[config.mk]
export PLATFORM = sky130hd
export DESIGN_NAME = irqc_top
export DESIGN_NICKNAME = d
export VERILOG_FILES = /design/src/rtl/irqc_pkg.sv /design/src/rtl/irqc_ctrl.sv /design/src/rtl/irqc_datapath.sv /design/src/rtl/irqc_top.sv
export SDC_FILE = /design/constraint.sdc
export NUM_CORES = 1
export LEC_CHECK = 0
export BUFFER_PORTS_ARGS = -buffer_cell sky130_fd_sc_hd__clkbuf_2
export CELL_PAD_IN_SITES_DETAIL_PLACEMENT = 1
export CELL_PAD_IN_SITES_GLOBAL_PLACEMENT = 2
export CORE_UTILIZATION = 43
export DETAILED_ROUTE_END_ITERATION = 8
export PLACE_DENSITY = 0.88
export SLEW_MARGIN = 20
export SYNTH_ARGS = -nofsm -noshare
export SYNTH_HDL_FRONTEND = slang
export SYNTH_SLANG_ARGS = --single-unit
[constraint.sdc]
create_clock -name clk -period 104.2 [get_ports clk]
set_clock_uncertainty 0.2 [all_clocks]
set_input_delay 5.21 -clock clk [delete_from_list [all_inputs] [get_ports clk]]
set_output_delay 5.21 -clock clk [all_outputs]
set_load 0.02 [all_outputs]
[src/rtl/irqc_pkg.sv]
package irqc_pkg;
  localparam int ID_W = 10;
  localparam int REG_ADDR_W = 8;
  localparam logic [ID_W-1:0] SPURIOUS_ID = 10'd1023;

  typedef enum logic [1:0] {
    ST_IDLE = 2'd0,
    ST_PEND = 2'd1,
    ST_ACT  = 2'd2,
    ST_BOTH = 2'd3
  } srcState_t;

  typedef struct packed {
    logic ackRd;
    logic eoiWr;
    logic maskWe;
    logic edgeWe;
    logic prioWe;
    logic rdMask;
    logic rdEdge;
    logic rdPrio;
    logic rdState;
  } regStrobe_t;
endpackage

[src/rtl/irqc_ctrl.sv]
module irqc_ctrl
  import irqc_pkg::*;
(
  input  logic                  regValid,
  input  logic                  regWrite,
  input  logic [REG_ADDR_W-1:0] regAddr,
  output regStrobe_t            stb
);
  always_comb begin
    stb = '0;
    if (regValid) begin
      unique case (regAddr[7:6])
        2'b00: begin
          case (regAddr[5:0])
            6'd0: begin
              stb.maskWe = regWrite;
              stb.rdMask = !regWrite;
            end
            6'd1: stb.ackRd = !regWrite;
            6'd2: stb.eoiWr = regWrite;
            6'd3: begin
              stb.edgeWe = regWrite;
              stb.rdEdge = !regWrite;
            end
            default: ;
          endcase
        end
        2'b01: begin
          stb.prioWe = regWrite;
          stb.rdPrio = !regWrite;
        end
        2'b10: stb.rdState = !regWrite;
        default: ;
      endcase
    end
  end
endmodule

[src/rtl/irqc_datapath.sv]
module irqc_datapath
  import irqc_pkg::*;
#(
  parameter int NUM_SRC = 32,
  parameter int PRIO_W  = 4,
  parameter int DATA_W  = 32
) (
  input  logic               clk,
  input  logic               rstN,
  input  logic [NUM_SRC-1:0] irqLines,
  input  regStrobe_t         stb,
  input  logic [5:0]         srcSel,
  input  logic [DATA_W-1:0]  regWdata,
  output logic [DATA_W-1:0]  regRdata,
  output logic               irqOut
);
  localparam int IDX_W = $clog2(NUM_SRC);

  srcState_t            srcState [NUM_SRC];
  srcState_t            stateNxt [NUM_SRC];
  logic [PRIO_W-1:0]    prio     [NUM_SRC];
  logic [NUM_SRC-1:0]   edgeMode;
  logic [NUM_SRC-1:0]   lineQ;
  logic [PRIO_W:0]      mask;

  logic [NUM_SRC-1:0]   reqEvent;
  logic [NUM_SRC-1:0]   actVec;
  logic                 candValid;
  logic [IDX_W-1:0]     candIdx;
  logic [PRIO_W-1:0]    candPrio;
  logic                 eligible;
  logic                 selOk;
  logic [IDX_W-1:0]     selIdx;

  assign selOk  = {1'b0, srcSel} < 7'(NUM_SRC);
  assign selIdx = srcSel[IDX_W-1:0];

  // Request events: level sources follow the line, edge sources need a 0->1 step
  assign reqEvent = (edgeMode & irqLines & ~lineQ) | (~edgeMode & irqLines);

  // Arbiter over pending sources; strict compare keeps the lowest number on ties
  always_comb begin
    candValid = 1'b0;
    candIdx   = '0;
    candPrio  = '1;
    for (int i = 0; i < NUM_SRC; i++) begin
      if (srcState[i] == ST_PEND && (!candValid || prio[i] < candPrio)) begin
        candValid = 1'b1;
        candIdx   = IDX_W'(i);
        candPrio  = prio[i];
      end
    end
  end

  // CPU-side gate
  assign eligible = candValid && ({1'b0, candPrio} < mask);
  assign irqOut   = eligible;

  // Lifecycle: apply acknowledge / end-of-interrupt first, then the request
  always_comb begin
    for (int i = 0; i < NUM_SRC; i++) begin
      stateNxt[i] = srcState[i];
      if (stb.ackRd && eligible && candIdx == IDX_W'(i))
        stateNxt[i] = ST_ACT;
      if (stb.eoiWr && regWdata == DATA_W'(i)) begin
        if (srcState[i] == ST_ACT)  stateNxt[i] = ST_IDLE;
        if (srcState[i] == ST_BOTH) stateNxt[i] = ST_PEND;
      end
      if (reqEvent[i]) begin
        if (stateNxt[i] == ST_IDLE) stateNxt[i] = ST_PEND;
        else if (stateNxt[i] == ST_ACT) stateNxt[i] = ST_BOTH;
      end
      actVec[i] = (srcState[i] == ST_ACT) || (srcState[i] == ST_BOTH);
    end
  end

  always_ff @(posedge clk or negedge rstN) begin
    if (!rstN) begin
      for (int i = 0; i < NUM_SRC; i++) begin
        srcState[i] <= ST_IDLE;
        prio[i]     <= '0;
      end
      edgeMode <= '0;
      lineQ    <= '0;
      mask     <= '0;
    end else begin
      srcState <= stateNxt;
      lineQ    <= irqLines;
      if (stb.maskWe) mask <= regWdata[PRIO_W:0];
      if (stb.edgeWe) edgeMode <= regWdata[NUM_SRC-1:0];
      if (stb.prioWe && selOk) prio[selIdx] <= regWdata[PRIO_W-1:0];
    end
  end

  always_comb begin
    regRdata = '0;
    if (stb.rdMask)
      regRdata = DATA_W'(mask);
    else if (stb.ackRd)
      regRdata = eligible ? DATA_W'(candIdx) : DATA_W'(SPURIOUS_ID);
    else if (stb.rdEdge)
      regRdata = DATA_W'(edgeMode);
    else if (stb.rdPrio && selOk)
      regRdata = DATA_W'(prio[selIdx]);
    else if (stb.rdState && selOk)
      regRdata = DATA_W'(srcState[selIdx]);
  end

  // ---------------- assertions ----------------
  // the arbiter only ever names a source whose state register says pending
  a_r3_cand_pending: assert property (@(posedge clk) disable iff (!rstN)
    candValid |-> srcState[candIdx] == ST_PEND);

  // the output never rises for a candidate at or above the threshold
  a_r4_gate: assert property (@(posedge clk) disable iff (!rstN)
    irqOut |-> ({1'b0, prio[candIdx]} < mask));

  // an accepted acknowledge leaves that source claimed
  a_r5_ack_claims: assert property (@(posedge clk) disable iff (!rstN)
    (stb.ackRd && irqOut) |=> actVec[$past(candIdx)]);

  // a spurious acknowledge claims nothing
  a_r6_spurious_keeps: assert property (@(posedge clk) disable iff (!rstN)
    (stb.ackRd && !irqOut) |=> $countones(actVec) == $past($countones(actVec)));

  // a completed source is no longer claimed
  a_r8_eoi_releases: assert property (@(posedge clk) disable iff (!rstN)
    (stb.eoiWr && regWdata < DATA_W'(NUM_SRC) && actVec[regWdata[IDX_W-1:0]])
      |=> !actVec[$past(regWdata[IDX_W-1:0])]);

  for (genvar g = 0; g < NUM_SRC; g++) begin : g_src_chk
    // an idle source can only stay idle or become pending
    a_r2_idle_step: assert property (@(posedge clk) disable iff (!rstN)
      (srcState[g] == ST_IDLE) |=> (srcState[g] == ST_IDLE || srcState[g] == ST_PEND));
    // active-and-pending only leaves through end-of-interrupt
    a_r9_both_holds: assert property (@(posedge clk) disable iff (!rstN)
      (srcState[g] == ST_BOTH && !(stb.eoiWr && regWdata == DATA_W'(g)))
        |=> srcState[g] == ST_BOTH);
  end
endmodule

[src/rtl/irqc_top.sv]
module irqc_top
  import irqc_pkg::*;
#(
  parameter int NUM_SRC = 32,
  parameter int PRIO_W  = 4,
  parameter int DATA_W  = 32
) (
  input  logic                  clk,
  input  logic                  rstN,
  input  logic [NUM_SRC-1:0]    irqLines,
  input  logic                  regValid,
  input  logic                  regWrite,
  input  logic [REG_ADDR_W-1:0] regAddr,
  input  logic [DATA_W-1:0]     regWdata,
  output logic [DATA_W-1:0]     regRdata,
  output logic                  irqOut
);
  regStrobe_t stb;

  irqc_ctrl u_ctrl (
    .regValid (regValid),
    .regWrite (regWrite),
    .regAddr  (regAddr),
    .stb      (stb)
  );

  irqc_datapath #(
    .NUM_SRC (NUM_SRC),
    .PRIO_W  (PRIO_W),
    .DATA_W  (DATA_W)
  ) u_dp (
    .clk      (clk),
    .rstN     (rstN),
    .irqLines (irqLines),
    .stb      (stb),
    .srcSel   (regAddr[5:0]),
    .regWdata (regWdata),
    .regRdata (regRdata),
    .irqOut   (irqOut)
  );
endmodule

==> run metrics <==
outcome finished clean; vias in the first global route 19485; Slew HR 23.4%; total negative slack 0 ps; core area around 0.046 mm²; GR Util All Layers between 30% and 40%; Hold WC Path Type flop to flop; R2R setup slack 48700 ps; Setup CP Type flop to primary output; largest net degree at the start of global routing between 100 and 150; full die area approximately 0.047 mm²; DRT Wirelength just over 70 mm; post-cts resize count 0; area delta synth->final 10.1%; RR Endpoint u_dp.srcState[48]$_DFF_PN0_; clock sinks ~260; first-pass GRT wire length between 100 and 150 mm; Via-to-Cell Ratio between 6 and 7; CP peak stage delay approximately 700 ps; Worst setup SP type flop; Clock Tree Buf Depth 3; Post-Syn Nets ~2300; io pins around 110; Layout Nets about 2400; Root Buffer clkbuf_16; cell with the most instances on the worst path ha_1; Pre-Repair DR Iteration Count 5; setup bufs post-CTS 0; RSZ-0062 raised after global routing no; Post-Syn Area per Cell about 9.0 µm²; post-synthesis async set-or-reset flop share 100%; grt total ovfl 0; FF-to-FF path depth roughly 250; Worst Min Path Start u_dp.lineQ[28]$_DFF_PN0_; IO Port Bufs approximately 110; Std-Cell Rows 78; Max Cap Violations 0; Mapped Area ~0.02 mm²; Max FO, Critical Path 19; commonest non-fill, non-tap cells in the layout nand2_1 (264), dfrtp_1 (261), nor2_1 (168), mux2_2 (150), o21ai_0 (141); # diodes 0; Die X around 220 µm; Tmin final 61070 ps; CTS tree built; hold path endpoint u_dp.srcState[6]$_DFF_PN0_; Gate Count Post-Synth 2233; Max Fclk around 0.016 GHz; Final period util 58.6%; count of unique library cells instantiated by Yosys 111; CTS Hold Buffers Added 0; Vias approximately 19000; R2R Path Start u_dp.srcState[63]$_DFF_PN0_; Post-synth EDFFs 0; Slew @ Worst Pin roughly 1100 ps; Final Max Tran Viols 0; Fill cells around 5400; Critical-path top delay cell or3b_1; drt initial violations 1246; synth warn 0; CP required roughly 99000 ps; Final Hold Vio Count 0; most common cell after layout, fill and taps aside nand2_1; Synth Flop Type dfrtp_1; initial antenna violation count 0; CTS Buf Count 27; Final setup viols 0; Seq cells post-synth 261; worst hold path depth 3; clock insertion delay at the later pin of the skew report approximately 570 ps; ANT nets after route 0; Starting Density 43.8%; htree depth 1; detailed placement HPWL about 54 mm; GP Congestion 0.911; clk slew on worst S/H paths around 70 ps; CP endpoint kind primary output; Post-route DRC 0; Die H around 220 µm; CP arrival about 56000 ps; routed len/inst around 24 µm; share of layout cells above drive strength 1 between 10% and 20%; register area share after synthesis approximately 33%
==> critical path, delay by kind of cell (launching register included) <==
kind | cells | cell delay (ps)
flip-flops | 1 | 450
AO/OA/AOI/OAI | 87 | 20300
AND/OR/NAND/NOR | 93 | 18510
buffers and inverters | 19 | 1610
multiplexers | 17 | 4840
adder cells (fa/ha/maj) | 32 | 9290
==> metrics by stage <==
stage,area (µm²),utilization (%),hold WS (ps),worst slack [ps],std cells
after floorplan,20000,-,266,52940,2233
after global placement,21100,46.1,300,46800,2865
after detailed placement,21100,46.1,305,44640,2865
after CTS,22000,48.3,316,43680,2915
after global routing,22100,48.3,349,38360,2916
final,22100,48.3,316,43130,2916
==> worst max path at each step <==
stage | start | endpoint | cells after the start
2_1_floorplan | u_dp.srcState[63]$_DFF_PN0_ | regRdata[4] | 261
3_3_place_gp | u_dp.srcState[63]$_DFF_PN0_ | regRdata[4] | 245
3_5_place_dp | u_dp.srcState[63]$_DFF_PN0_ | regRdata[4] | 248
4_1_cts | u_dp.srcState[63]$_DFF_PN0_ | regRdata[4] | 248
5_1_grt | u_dp.srcState[63]$_DFF_PN0_ | regRdata[4] | 252
6_report | u_dp.srcState[63]$_DFF_PN0_ | regRdata[4] | 248
==> metal layers <==
metal	global-route usage (%)	part of all wire, %	wire [µm]
met5	0	0	0
met4	10.7	3.5	2520
met3	3.26	4.9	3450
met1	39.8	44	31000
met2	50.7	48	34000
==> synthesized netlist by cell type, types with 44 or more instances <==
library cell / n / share of area, %
mux2_2: 150 / 8.4
inv_1: 85 / 1.6
dfrtp_1: 261 / 33
mux2i_1: 50 / 2.5
nor2_1: 168 / 3.1
a21oi_1: 115 / 2.9
o21ai_0: 141 / 3.5
mux4_2: 48 / 5.4
and2_1: 44 / 1.4
nand3_1: 54 / 1.3
clkbuf_1: 68 / 1.3
nand2_1: 264 / 4.9
nand2b_1: 79 / 2.5
nor3_1: 44 / 1.1
==> logic make-up after synthesis <==
family	after synthesis	synth area share [%]
AO/OA/AOI/OAI	651	22.8
adder cells (fa/ha/maj)	55	3.26
AND/OR/NAND/NOR	828	20.7
flip-flops	261	32.6
multiplexers	252	16.6
XOR/XNOR	11	0.481
buffers and inverters	175	3.55
==> state kept, by name, summed over array words and instances (netlist names) <==
| register | count |
|---|---|
| u_dp.edgeMode | 32 |
| u_dp.lineQ | 32 |
| u_dp.srcState | 64 |
| u_dp.prio | 128 |
| u_dp.mask | 5 |
==> area by class of cell <==
type	instances	area, µm²	share of cell area, %
clock inverters	19	251	1.14
inverters	85	319	1.45
repair buffers	123	669	3.03
well taps	600	751	3.40
flip-flops and latches	261	6530	29.6
clock buffers	31	721	3.27
multi-input cells	1797	12800	58.1
Power is not shown: default switching activity piles up to over one toggle a cycle in this logic, so the estimate is an artifact.
